**src/rtl/ksg_seq_pkg.sv**
```systemverilog
package ksg_seq_pkg;
    typedef enum logic [2:0] {
        ST_IDLE, ST_CLR, ST_KEY, ST_FRAME, ST_MIX, ST_CAP_A, ST_CAP_B, ST_DONE
    } seq_state_t;

    localparam int CTL_W     = 3;
    localparam int CTL_DATA  = 0;
    localparam int CTL_FORCE = 1;
    localparam int CTL_CLR   = 2;
endpackage

```
**src/rtl/ksg_phase_cnt.sv**
```systemverilog
module ksg_phase_cnt #(
    parameter int CNT_W = 7
) (
    input  logic             clk,
    input  logic             rst_n,
    input  logic             clr,
    output logic [CNT_W-1:0] cnt
);
    always_ff @(posedge clk or negedge rst_n) begin
        if (!rst_n)   cnt <= '0;
        else if (clr) cnt <= '0;
        else          cnt <= cnt + 1'b1;
    end
endmodule

```
**src/rtl/ksg_cap_shreg.sv**
```systemverilog
module ksg_cap_shreg #(
    parameter int W = 114
) (
    input  logic         clk,
    input  logic         rst_n,
    input  logic         en,
    input  logic         din,
    output logic [W-1:0] word
);
    always_ff @(posedge clk or negedge rst_n) begin
        if (!rst_n)  word <= '0;
        else if (en) word <= {word[W-2:0], din};
    end
endmodule

```
**src/rtl/ksg_ctrl_mux.sv**
```systemverilog
module ksg_ctrl_mux
    import ksg_seq_pkg::*;
#(
    parameter int KEY_W  = 64,
    parameter int FN_W   = 22,
    parameter int KEY_IW = $clog2(KEY_W),
    parameter int FN_IW  = $clog2(FN_W)
) (
    input  seq_state_t        state,
    input  logic [KEY_IW-1:0] key_idx,
    input  logic [FN_IW-1:0]  fn_idx,
    input  logic [KEY_W-1:0]  key_q,
    input  logic [FN_W-1:0]   fn_q,
    output logic [CTL_W-1:0]  ctrl
);
    always_comb begin
        ctrl = '0;
        unique case (state)
            ST_CLR: ctrl[CTL_CLR] = 1'b1;
            ST_KEY: begin
                ctrl[CTL_FORCE] = 1'b1;
                ctrl[CTL_DATA]  = key_q[key_idx];
            end
            ST_FRAME: begin
                ctrl[CTL_FORCE] = 1'b1;
                ctrl[CTL_DATA]  = fn_q[fn_idx];
            end
            default: ctrl = '0;
        endcase
    end
endmodule

```
**src/rtl/ksg_frame_seq.sv**
```systemverilog
module ksg_frame_seq
    import ksg_seq_pkg::*;
#(
    parameter int KEY_W  = 64,
    parameter int FN_W   = 22,
    parameter int MIX_N  = 100,
    parameter int WORD_W = 114
) (
    input  logic              clk,
    input  logic              rst_n,
    input  logic              start,
    input  logic [KEY_W-1:0]  key,
    input  logic [FN_W-1:0]   frame_no,
    input  logic              ks_bit,
    output logic [2:0]        ctrl,
    output logic              busy,
    output logic              done,
    output logic [WORD_W-1:0] word_ab,
    output logic [WORD_W-1:0] word_ba
);
    localparam int MAX_AB = (KEY_W > FN_W) ? KEY_W : FN_W;
    localparam int MAX_CD = (MIX_N > WORD_W) ? MIX_N : WORD_W;
    localparam int MAX_N  = (MAX_AB > MAX_CD) ? MAX_AB : MAX_CD;
    localparam int CNT_W  = $clog2(MAX_N);
    localparam int KEY_IW = $clog2(KEY_W);
    localparam int FN_IW  = $clog2(FN_W);

    seq_state_t        state, state_nx;
    logic [CNT_W-1:0]  cnt;
    logic              cnt_clr;
    logic [KEY_W-1:0]  key_q;
    logic [FN_W-1:0]   fn_q;
    logic              cap_a_q, cap_b_q, done_q;
    logic [1:0]        cap_en;
    logic [WORD_W-1:0] words [2];

    function automatic logic at_last(input logic [CNT_W-1:0] c, input int n);
        return c == CNT_W'(n - 1);
    endfunction

    // state register
    always_ff @(posedge clk or negedge rst_n) begin
        if (!rst_n) state <= ST_IDLE;
        else        state <= state_nx;
    end

    // transitions
    always_comb begin
        state_nx = state;
        unique case (state)
            ST_IDLE:  if (start)                  state_nx = ST_CLR;
            ST_CLR:                               state_nx = ST_KEY;
            ST_KEY:   if (at_last(cnt, KEY_W))    state_nx = ST_FRAME;
            ST_FRAME: if (at_last(cnt, FN_W))     state_nx = ST_MIX;
            ST_MIX:   if (at_last(cnt, MIX_N))    state_nx = ST_CAP_A;
            ST_CAP_A: if (at_last(cnt, WORD_W))   state_nx = ST_CAP_B;
            ST_CAP_B: if (at_last(cnt, WORD_W))   state_nx = ST_DONE;
            ST_DONE:                              state_nx = ST_IDLE;
            default:                              state_nx = ST_IDLE;
        endcase
    end

    assign cnt_clr = (state_nx != state) || (state == ST_IDLE);

    ksg_phase_cnt #(.CNT_W(CNT_W)) i_cnt (
        .clk(clk), .rst_n(rst_n), .clr(cnt_clr), .cnt(cnt)
    );

    // registered outputs and operand capture
    always_ff @(posedge clk or negedge rst_n) begin
        if (!rst_n) begin
            key_q   <= '0;
            fn_q    <= '0;
            cap_a_q <= 1'b0;
            cap_b_q <= 1'b0;
            done_q  <= 1'b0;
        end else begin
            if (state == ST_IDLE && start) begin
                key_q <= key;
                fn_q  <= frame_no;
            end
            cap_a_q <= (state == ST_CAP_A);
            cap_b_q <= (state == ST_CAP_B);
            done_q  <= (state == ST_DONE);
        end
    end

    ksg_ctrl_mux #(.KEY_W(KEY_W), .FN_W(FN_W)) i_mux (
        .state(state), .key_idx(cnt[KEY_IW-1:0]), .fn_idx(cnt[FN_IW-1:0]),
        .key_q(key_q), .fn_q(fn_q), .ctrl(ctrl)
    );

    assign cap_en = {cap_b_q, cap_a_q};

    for (genvar g = 0; g < 2; g++) begin : g_cap
        ksg_cap_shreg #(.W(WORD_W)) i_cap (
            .clk(clk), .rst_n(rst_n), .en(cap_en[g]), .din(ks_bit), .word(words[g])
        );
    end

    assign word_ab = words[0];
    assign word_ba = words[1];
    assign busy    = (state != ST_IDLE);
    assign done    = done_q;
endmodule

```
**config.mk**
```make
export PLATFORM = sky130hd
export DESIGN_NAME = ksg_frame_seq
export DESIGN_NICKNAME = d
export VERILOG_FILES = /design/src/rtl/ksg_seq_pkg.sv /design/src/rtl/ksg_phase_cnt.sv /design/src/rtl/ksg_cap_shreg.sv /design/src/rtl/ksg_ctrl_mux.sv /design/src/rtl/ksg_frame_seq.sv
export SDC_FILE = /design/constraint.sdc
export NUM_CORES = 1
export LEC_CHECK = 0
export ABC_AREA = 1
export BUFFER_PORTS_ARGS = -buffer_cell sky130_fd_sc_hd__buf_4
export CORE_ASPECT_RATIO = 1.75
export CORE_MARGIN = 2
export CORE_UTILIZATION = 45
export CTS_CLUSTER_DIAMETER = 100
export DETAILED_ROUTE_END_ITERATION = 7
export GPL_ROUTABILITY_DRIVEN = 0
export PLACE_DENSITY = 0.72
export REMOVE_ABC_BUFFERS = 1
export SKIP_CTS_REPAIR_TIMING = 1
export SYNTH_ARGS = -nofsm -noshare
export SYNTH_HDL_FRONTEND = slang
export SYNTH_SLANG_ARGS = --single-unit
export TNS_END_PERCENT = 30
```
**constraint.sdc**
```tcl
create_clock -name clk -period 1.9 [get_ports clk]
set_input_delay 0.095 -clock clk [delete_from_list [all_inputs] [get_ports clk]]
set_output_delay 0.095 -clock clk [all_outputs]
set_load 0.05 [all_outputs]
```
==> run_results.csv, run 1 <==
group,metric,value,unit
floorplan,start_util,45.89,%
floorplan,die_y,230.4,um
setup_path,arrival,2420,ps
sta,rsz0062_at_grt,"yes",
sta,slew_headroom,62.89,%
sta,period_share,132.4,%
setup_path,critPathLaunchType,"flip-flop",
logic_synthesis,synth_edf_count,0,
floorplan,ioPinCount,323,
drt,dr.pass1.iters,5,
pwr,finalPower,13.59,mW
grt,grt_pass1_vias,10430,
logic_synthesis,synthCells,1375,
final_layout,layout.nets,1872,
setup_path,cp_slowest_stage_delay,520,ps
drt,wl,36370,um
setup_path,cp_cell_sequence,"buf_4 -> buf_4 -> clkinv_8 -> nor2_1 -> o21ai_1 -> nand2_1 -> nand2_1 -> a21oi_1 -> nand2_1 -> nand3_1 -> nand2_2 -> buf_8",
logic_synthesis,synth_most_common_cell,"dfrtp_1",
sta,hold_viol,0,
pwr,pwr-share-comb,3.5,%
logic_synthesis,yosysUniqueCellTypes,34,
final_layout,multi_input_area,4103,um^2
sta,worst_slew_pin_slew,556.6,ps
pwr,power_frac_clock,45.3,%
setup_path,critical_path_required,1800,ps
logic_synthesis,synth_warnings,0,
setup_path,crit_path_end_kind,"output port",
grt,grt_overflow,0,
cts,cts_buffers,30,
sta,setup_ws,-615.5,ps
logic_synthesis,yosysSeqAreaShare,62.07,%
placed_design,placed_cell_area,16090,um^2
logic_synthesis,async_reset_ff_share,100.0,%
logic_synthesis,syn_area_per_cell,9.588,um^2
floorplan,core,28730,um^2
pwr,power.density,745.3,nW/um^2
cts,cts_tree,"yes",
floorplan,die_x,133.4,um
sta,fmax,0.3975,GHz
floorplan,dieArea,30740,um^2
cts,cts_buffer_depth,3,
setup_path,cp_common_cell,"nand2_1",
final_layout,final_util,63.48,%
logic_synthesis,synth-main-ff-cell,"dfrtp_1",
pwr,power_switching,2.801,mW
setup_path,crit_family,"buffers and inverters",
drt,viasPerCell,4.966,
drt,routedWlPerCell,16.66,um
final_layout,drive_gt1_share,26.23,%
grt,grt_first_pass_wirelength,53500,um
placed_design,io_buffer_count,322,
logic_synthesis,synth_top_cells_by_area,"dfrtp_1, a21oi_1, nand2_1",
logic_synthesis,synth_top_cell_by_area,"dfrtp_1",
cts,htreeDepth,1,
pwr,swShare,20.61,%
drt,drc_errors,0,
pwr,seq_power_share,51.2,%
min_path,hp-class,"in -> async",
logic_synthesis,netlist_area,13180,um^2
pwr,irDropWorstVdd,0.7035,mV
pwr,power.leakage,9.250,nW
setup_path,cp_max_fo,17,
setup_path,path_class,"reg -> out",
floorplan,rows,82,
final_layout,post-route-cell-area,18240,um^2
logic_synthesis,synthTopCellsByCount,"dfrtp_1, nand2_1, nor2_1",
sta,finalSetupViolCount,8,
drt,drtIter0Drc,541,
logic_synthesis,synth.ff_latch_count,327,
drt,postRouteAntennaNets,0,
setup_path,crit_path_top_delay_cell,"dfrtp_4",
run_status,violations,"negative setup slack",
cts,path_clk_slew,70,ps
logic_synthesis,synth_top_area_share,62.07,%
setup_path,path_buf_inv,4,
final_layout,seq_area,8194,um^2
grt,track_usage,21.85,%
final_layout,fillers,2277,
job,drv_cap,0,
drt,num_vias,10840,
grt,grt_max_degree,119,
pwr,power.internal,10.79,mW
cts,clock_latency,560,ps
run_status,status,"finished with violations",
final_layout,syn2layout_area_growth,38.32,%
cts,clock-sinks,327,
placed_design,dpl.hpwl,25050,um
cts,clockRootBuffer,"clkbuf_16",
sta,slew_violations,0,
grt,antenna_found_initial,2,
sta,period_minus_slack,2516,ps
sta,fin_skew,14.00,ps
==> flip-flops by register name, summed over array words and instances, names as in the netlist <==
signal            count
cap_a_q               1
cap_b_q               1
done                  1
fn_q                 22
g_cap.i_cap.word    228
i_cnt.cnt             7
key_q                64
state                 3
==> layer usage <==
metal	global-route usage, %	vias up	part of all wire [%]
met4	11.84	0	6.2
met1	23.34	5169	34
met3	4.018	120	5.6
met5	0	-	0
li1	-	5164	-
met2	40.32	387	54
==> metrics by stage <==
stage	hold WS, ps	TNS (ps)	instances	setup WS [ps]
after global routing	45.19	-2278	2183	-679.5
after floorplan	-200.6	-662600	1296	-2304
final	39.52	-1357	2183	-615.5
after global placement	26.28	-94.11	2028	-94.11
after detailed placement	27.65	-109.3	2028	-109.3
after CTS	-577.9	-719.6	2083	-719.6
==> final cells by class <==
| cell class | instances | area share (%) |
|---|---|---|
| flip-flops and latches | 327 | 44.93 |
| inverters | 162 | 3.403 |
| clock inverters | 7 | 0.4803 |
| multi-input cells | 807 | 22.50 |
| repair inverters | 1 | 0.08919 |
| repair buffers | 451 | 20.93 |
| diodes | 2 | 0.02744 |
| clock buffers | 48 | 5.043 |
| well taps | 378 | 2.593 |
==> cell families (layout without fill, tap and decap cells) <==
group / Yosys count / in the layout / share of synthesized area (%)
buffers and inverters: 241 / 669 / 7.421
XOR/XNOR: 5 / 5 / 0.3321
adder cells (fa/ha/maj): 2 / 2 / 0.1898
other: 0 / 2 / 0
AO/OA/AOI/OAI: 287 / 287 / 11.00
flip-flops: 327 / 327 / 62.07
AND/OR/NAND/NOR: 455 / 455 / 14.04
multiplexers: 58 / 58 / 4.954
==> power by group through the flow <==
stage / clock, mW / combinational [mW] / sequential (mW)
after floorplan: 0 / 0.00155 / 7.09
after global placement: 0 / 0.320 / 7.09
after detailed placement: 0 / 0.323 / 7.09
after CTS: 6.30 / 0.324 / 6.96
after global routing: 6.58 / 0.525 / 6.95
final: 6.15 / 0.478 / 6.96
==> final timing paths <==
check                                  start                       to  slack (ps)  depth (start not counted)
worst max-delay path            i_cnt.cnt[0]                  ctrl[0]        -620                         12
worst min-delay path                   rst_n  g_cap[1].i_cap.word[61]          40                          2
worst max register to register  i_cnt.cnt[0]             i_cnt.cnt[0]        -120                         13
worst min register to register     key_q[25]                key_q[25]         490                          1
max in group asynchronous              rst_n  g_cap[0].i_cap.word[54]        1120                          3
min in group clk                     key[12]                key_q[12]         300                          3
==> cell usage in the layout, fill, tap and decap left out, types with 6 or more instances in the layout <==
master,instances
a21oi_1,147
buf_12,11
buf_4,345
clkbuf_1,9
clkbuf_16,34
clkbuf_8,8
dfrtp_1,324
dlygate4sd3_1,89
inv_1,152
inv_2,8
mux2_1,43
mux2_2,15
nand2_1,188
nand2_2,10
nand3_1,32
nand3_2,7
nor2_1,192
nor2_2,11
o21ai_0,126
o21ai_1,6
Note: power is estimated with default switching activity, not from simulation.
==> run 2: changes to the inputs <==
--- a/config.mk
+++ b/config.mk
@@ -9,11 +9,10 @@
 export BUFFER_PORTS_ARGS = -buffer_cell sky130_fd_sc_hd__buf_4
 export CORE_ASPECT_RATIO = 1.75
 export CORE_MARGIN = 2
-export CORE_UTILIZATION = 45
+export CORE_UTILIZATION = 35
 export CTS_CLUSTER_DIAMETER = 100
 export DETAILED_ROUTE_END_ITERATION = 7
 export GPL_ROUTABILITY_DRIVEN = 0
-export PLACE_DENSITY = 0.72
 export REMOVE_ABC_BUFFERS = 1
 export SKIP_CTS_REPAIR_TIMING = 1
 export SYNTH_ARGS = -nofsm -noshare
==> run_results.csv, run 2 (same netlist as run 1, synthesis figures left out) <==
group,metric,value,unit
floorplan,dieArea,39300,um^2
drt,drc_errors,0,
final_layout,top_regs,"g_cap.i_cap.word x228, key_q x64, fn_q x22",
sta,fin_skew,7.816,ps
final_layout,syn2layout_area_growth,38.40,%
sta,finalSetupViolCount,8,
floorplan,die_y,260.8,um
drt,dr.pass1.iters,6,
min_path,hp-class,"in -> async",
placed_design,place_ws,-84.40,ps
grt,track_usage,17.59,%
sta,worst_slew_pin_slew,583.4,ps
sta,period_minus_slack,2439,ps
sta,setup_ws,-538.7,ps
final_layout,layout.nets,1869,
final_layout,final_util,48.79,%
final_layout,largest-register,"g_cap.i_cap.word",
floorplan,die_x,150.7,um
drt,routedWlPerCell,15.61,um
cts,clockRootBuffer,"clkbuf_16",
sta,fmax,0.4101,GHz
drt,wl,35600,um
final_layout,drive_gt1_share,24.94,%
sta,hold_viol,0,
cts,cts_buffers,31,
pwr,power.density,750.4,nW/um^2
floorplan,ioPinCount,323,
sta,period_share,128.4,%
placed_design,io_buffer_count,322,
setup_path,cp_max_fo,20,
grt,grt_first_pass_wirelength,54550,um
run_status,status,"finished with violations",
pwr,power.leakage,9.196,nW
job,drv_cap,0,
pwr,irDropWorstVdd,0.6994,mV
cts,cts_buffer_depth,3,
grt,grt_overflow,0,
cts,htreeDepth,1,
sta,slew_violations,0,
drt,num_vias,10450,
grt,grt_max_degree,104,
run_status,violations,"negative setup slack",
cts,path_clk_slew,70,ps
cts,clock-sinks,327,
drt,drtIter0Drc,386,
drt,postRouteAntennaNets,0,
cts,clock_latency,560,ps
setup_path,arrival,2340,ps
sta,slew_headroom,60.81,%
setup_path,critPathLaunchType,"flip-flop",
floorplan,core,37400,um^2
cts,cts_tree,"yes",
grt,antenna_found_initial,0,
final_layout,antennaDiodeCount,0,
grt,grt_pass1_vias,10310,
final_layout,final_common_cell,"buf_4",
setup_path,critical_path_required,1800,ps
floorplan,start_util,35.25,%
placed_design,dpl.hpwl,25660,um
sta,rsz0062_at_grt,"yes",
setup_path,crit_path_end_kind,"output port",
drt,viasPerCell,4.584,
setup_path,path_class,"reg -> out",
final_layout,final_cell_mix,"buf_4, dfrtp_1, nor2_1, nand2_1, inv_1",
floorplan,rows,94,
final_layout,largest_reg_flops,228,
-- run 2: final timing paths --
check	cells past startpoint	to	slack (ps)	startpoint
setup / recovery	11	ctrl[0]	-540	i_cnt.cnt[0]
hold / removal	2	key_q[8]	20	rst_n
setup reg to reg	12	i_cnt.cnt[0]	-70	i_cnt.cnt[1]
hold reg to reg	1	key_q[31]	490	key_q[31]
max in group asynchronous	3	g_cap[1].i_cap.word[19]	1120	rst_n
min in group clk	4	state[0]	80	start
-- run 2: area by class of cell --
type / instances / area, um^2
clock buffers: 46 / 872.1
clock inverters: 10 / 140.1
fillers: 3508 / 19150
inverters: 162 / 610.6
multi-input cells: 807 / 4038
flip-flops and latches: 327 / 8192
well taps: 480 / 600.6
repair buffers: 448 / 3794
-- run 2: layer usage --
| layer | up-vias | GRT usage, % | wire (um) |
|---|---|---|---|
| li1 | 5174 | - | - |
| met1 | 4936 | 19.62 | 13260 |
| met2 | 270 | 31.74 | 18690 |
| met3 | 71 | 3.934 | 2151 |
| met4 | 0 | 7.710 | 1495 |
| met5 | - | 0 | 0 |
-- run 2: per-stage QoR --
step / cell area [um^2] / hold slack (ps) / setup TNS [ps] / cells / power, mW
2_1_floorplan: 12820 / -200.6 / -662600 / 1296 / 7.095
3_3_place_gp: 16310 / 19.42 / -36.06 / 2134 / 7.413
3_5_place_dp: 16310 / 23.59 / -604.2 / 2134 / 7.417
4_1_cts: 17320 / -591.6 / -1292 / 2190 / 13.76
5_1_grt: 18250 / 24.34 / -2276 / 2280 / 14.22
6_report: 18250 / 23.05 / -1017 / 2280 / 13.69
-- run 2: critical path, cell delays in order, from the launching register on --
cell,delay (ps)
dfrtp_2,470
buf_8,200
buf_4,150
o21ai_0,80
o21ai_1,240
nand2_1,80
nand2_1,90
a21oi_1,40
nand2_1,80
nand3_1,80
nand2_2,110
buf_8,150
-- run 2: power by group --
part / switching, mW / total, mW / internal (mW) / leakage [nW]
clock: 2.68 / 6.26 / 3.58 / 0.495
combinational: 0.208 / 0.466 / 0.258 / 4.32
sequential: 0 / 6.96 / 6.96 / 4.38
total: 2.89 / 13.7 / 10.8 / 9.20
==> run 3: changes to the inputs <==
--- a/config.mk
+++ b/config.mk
@@ -5,7 +5,7 @@
 export SDC_FILE = /design/constraint.sdc
 export NUM_CORES = 1
 export LEC_CHECK = 0
-export ABC_AREA = 1
+export ABC_AREA = 0
 export BUFFER_PORTS_ARGS = -buffer_cell sky130_fd_sc_hd__buf_4
 export CORE_ASPECT_RATIO = 1.75
 export CORE_MARGIN = 2
==> run_results.csv, run 3 <==
group,metric,value,unit
run_status,status,"finished with violations",
run_status,violations,"negative setup slack",
floorplan,die_y,259.6,um
floorplan,rows,93,
floorplan,die_x,150.1,um
sta,slew_violations,0,
grt,track_usage,16.64,%
placed_design,io_buffer_count,322,
pwr,power.density,767.9,nW/um^2
cts,cts_buffers,34,
setup_path,path_class,"reg -> out",
final_layout,final_cell_mix,"buf_4, dfrtp_1, mux2_2",
grt,grt_overflow,0,
pwr,irDropWorstVdd,0.6772,mV
drt,wl_met3,1435,um
placed_design,placed_cell_area,16320,um^2
sta,finalSetupViolCount,11,
sta,period_minus_slack,2633,ps
drt,num_vias,8479,
final_layout,syn2layout_area_growth,41.71,%
drt,drc_errors,0,
grt,grt_first_pass_wirelength,50060,um
final_layout,instances_no_fill,1767,
job,drv_cap,0,
min_path,hp-class,"in -> async",
setup_path,cp_max_fo,4,
cts,clockRootBuffer,"clkbuf_16",
logic_synthesis,async_reset_ff_share,100.0,%
final_layout,top_regs,"g_cap.i_cap.word x228, key_q x64, fn_q x22",
sta,holdWs,116.5,ps
setup_path,crit_path_top_delay_cell,"mux4_2",
setup_path,path_buf_inv,1,
floorplan,ioPinCount,323,
cts,htreeDepth,2,
logic_synthesis,synth.ff_latch_count,327,
drt,viasPerCell,4.799,
logic_synthesis,syn_area_per_cell,15.87,um^2
cts,clock_latency,520,ps
logic_synthesis,synth_most_common_cell,"dfrtp_1",
floorplan,core,36770,um^2
logic_synthesis,netlist_area,13070,um^2
drt,postRouteAntennaNets,0,
final_layout,largest_reg_flops,228,
drt,dr.pass1.iters,4,
setup_path,cp_slowest_stage_delay,510,ps
grt,antenna_found_initial,1,
drt,drtIter0Drc,293,
cts,cts_buffer_depth,3,
logic_synthesis,synth_top_cell_by_area,"dfrtp_1",
setup_path,cp_cell_sequence,"mux4_2 -> mux2_4 -> and3_4 -> o41ai_4 -> o21ai_2 -> buf_6",
drt,wl,33880,um
logic_synthesis,muxShareOfSynthArea,30.82,%
grt,grt_pass1_vias,8724,
grt,grt_max_degree,59,
sta,worst_slew_pin_slew,498.5,ps
final_layout,final_common_cell,"buf_4",
final_layout,layout.nets,1357,
sta,setup_ws,-732.7,ps
setup_path,critPathLaunchType,"flip-flop",
cts,path_clk_slew,70,ps
setup_path,arrival,2540,ps
sta,slew_headroom,66.77,%
drt,wl_met2,19030,um
logic_synthesis,synthTopCellsByCount,"dfrtp_1, mux2_2, clkbuf_1",
cts,clock-sinks,327,
sta,hold_viol,0,
sta,fmax,0.3798,GHz
logic_synthesis,synth_compound_area_share,1.599,%
sta,rsz0062_at_grt,"yes",
logic_synthesis,synth_edf_count,0,
pwr,power.leakage,9.475,nW
placed_design,dp_cells,1607,
logic_synthesis,yosysSeqAreaShare,62.63,%
logic_synthesis,yosysUniqueCellTypes,51,
logic_synthesis,synth_adder_area_share,0.1915,%
sta,period_share,138.6,%
logic_synthesis,synth_top_cells_by_area,"dfrtp_1, mux2_2, mux4_2",
final_layout,post-route-cell-area,18510,um^2
logic_synthesis,synth-main-ff-cell,"dfrtp_1",
placed_design,dpl.hpwl,23770,um
setup_path,critical_path_required,1800,ps
sta,fin_skew,13.76,ps
logic_synthesis,synth_xor_area_share,0.3352,%
floorplan,start_util,35.53,%
floorplan,dieArea,38950,um^2
drt,wl_met1,11780,um
final_layout,drive_gt1_share,59.77,%
logic_synthesis,synthCells,823,
drt,routedWlPerCell,19.18,um
setup_path,crit_family,"multiplexers",
setup_path,reg2reg_slack,-260,ps
setup_path,crit_path_end_kind,"output port",
cts,cts_tree,"yes",
drt,top_layer,"met4",
logic_synthesis,synth_warnings,0,
final_layout,largest-register,"g_cap.i_cap.word",
logic_synthesis,synth_top_area_share,62.63,%
logic_synthesis,synth_top_family_by_area,"multiplexers",
logic_synthesis,yosys.area_share.simple,2.528,%
[run 3: worst paths after layout]
path	cells after the start	to	from
worst max-delay path	6	ctrl[0]	i_cnt.cnt[0]
worst min-delay path	2	g_cap[1].i_cap.word[81]	rst_n
worst max register to register	9	i_cnt.cnt[6]	i_cnt.cnt[0]
worst min register to register	1	fn_q[11]	fn_q[11]
max in group asynchronous	3	fn_q[0]	rst_n
min in group clk	4	state[0]	start
[run 3: cell type report]
type                    instances  area, um^2
fillers                      3237       18260
flip-flops and latches        327        8192
multi-input cells             440        4697
repair buffers                455        3855
clock buffers                  54        1070
well taps                     475       594.3
clock inverters                 7       75.07
inverters                       7       26.28
diodes                          2       5.005
[run 3: cell families after synthesis]
family | count (synthesis)
AOI/OAI and AO/OA | 27
buffers and inverters | 56
adders and majority gates | 2
muxes | 344
xor gates and xnor gates | 5
DFF | 327
and+or+nand+nor | 62
[run 3: where the power goes]
part | internal [mW] | leakage (nW) | switching [mW] | total [mW]
Combinational | 0.259 | 4.37 | 0.219 | 0.478
Clock | 4.02 | 0.551 | 2.76 | 6.78
Sequential | 6.96 | 4.55 | 0 | 6.96
Total | 11.2 | 9.48 | 2.98 | 14.2
[run 3: metal layers]
layer  global-route usage [%]  up-vias
li1                         -     3847
met1                    17.64     4310
met2                    31.01      241
met3                    3.193       81
met4                    8.150        0
met5                        0        -
[run 3: worst register-to-register path, delay by kind of cell, from the launching register on]
kind                     cells  cell delay (ps)
AND/OR/NAND/NOR              3              610
adder cells (fa/ha/maj)      1              150
buffers and inverters        3              420
flip-flops                   1              430
AO/OA/AOI/OAI                2              430
[run 3: per-stage QoR]
step / util (%) / setup WS [ps] / TNS [ps] / power [mW]
after global routing: 50.34 / -829.9 / -3787 / 14.76
after global placement: 44.39 / -179.5 / -1241 / 7.423
after floorplan: - / -1605 / -424110 / 7.095
after detailed placement: 44.39 / -210.6 / -1635 / 7.426
after CTS: 47.50 / -748.8 / -2304 / 14.29
final: 50.35 / -732.7 / -2805 / 14.22
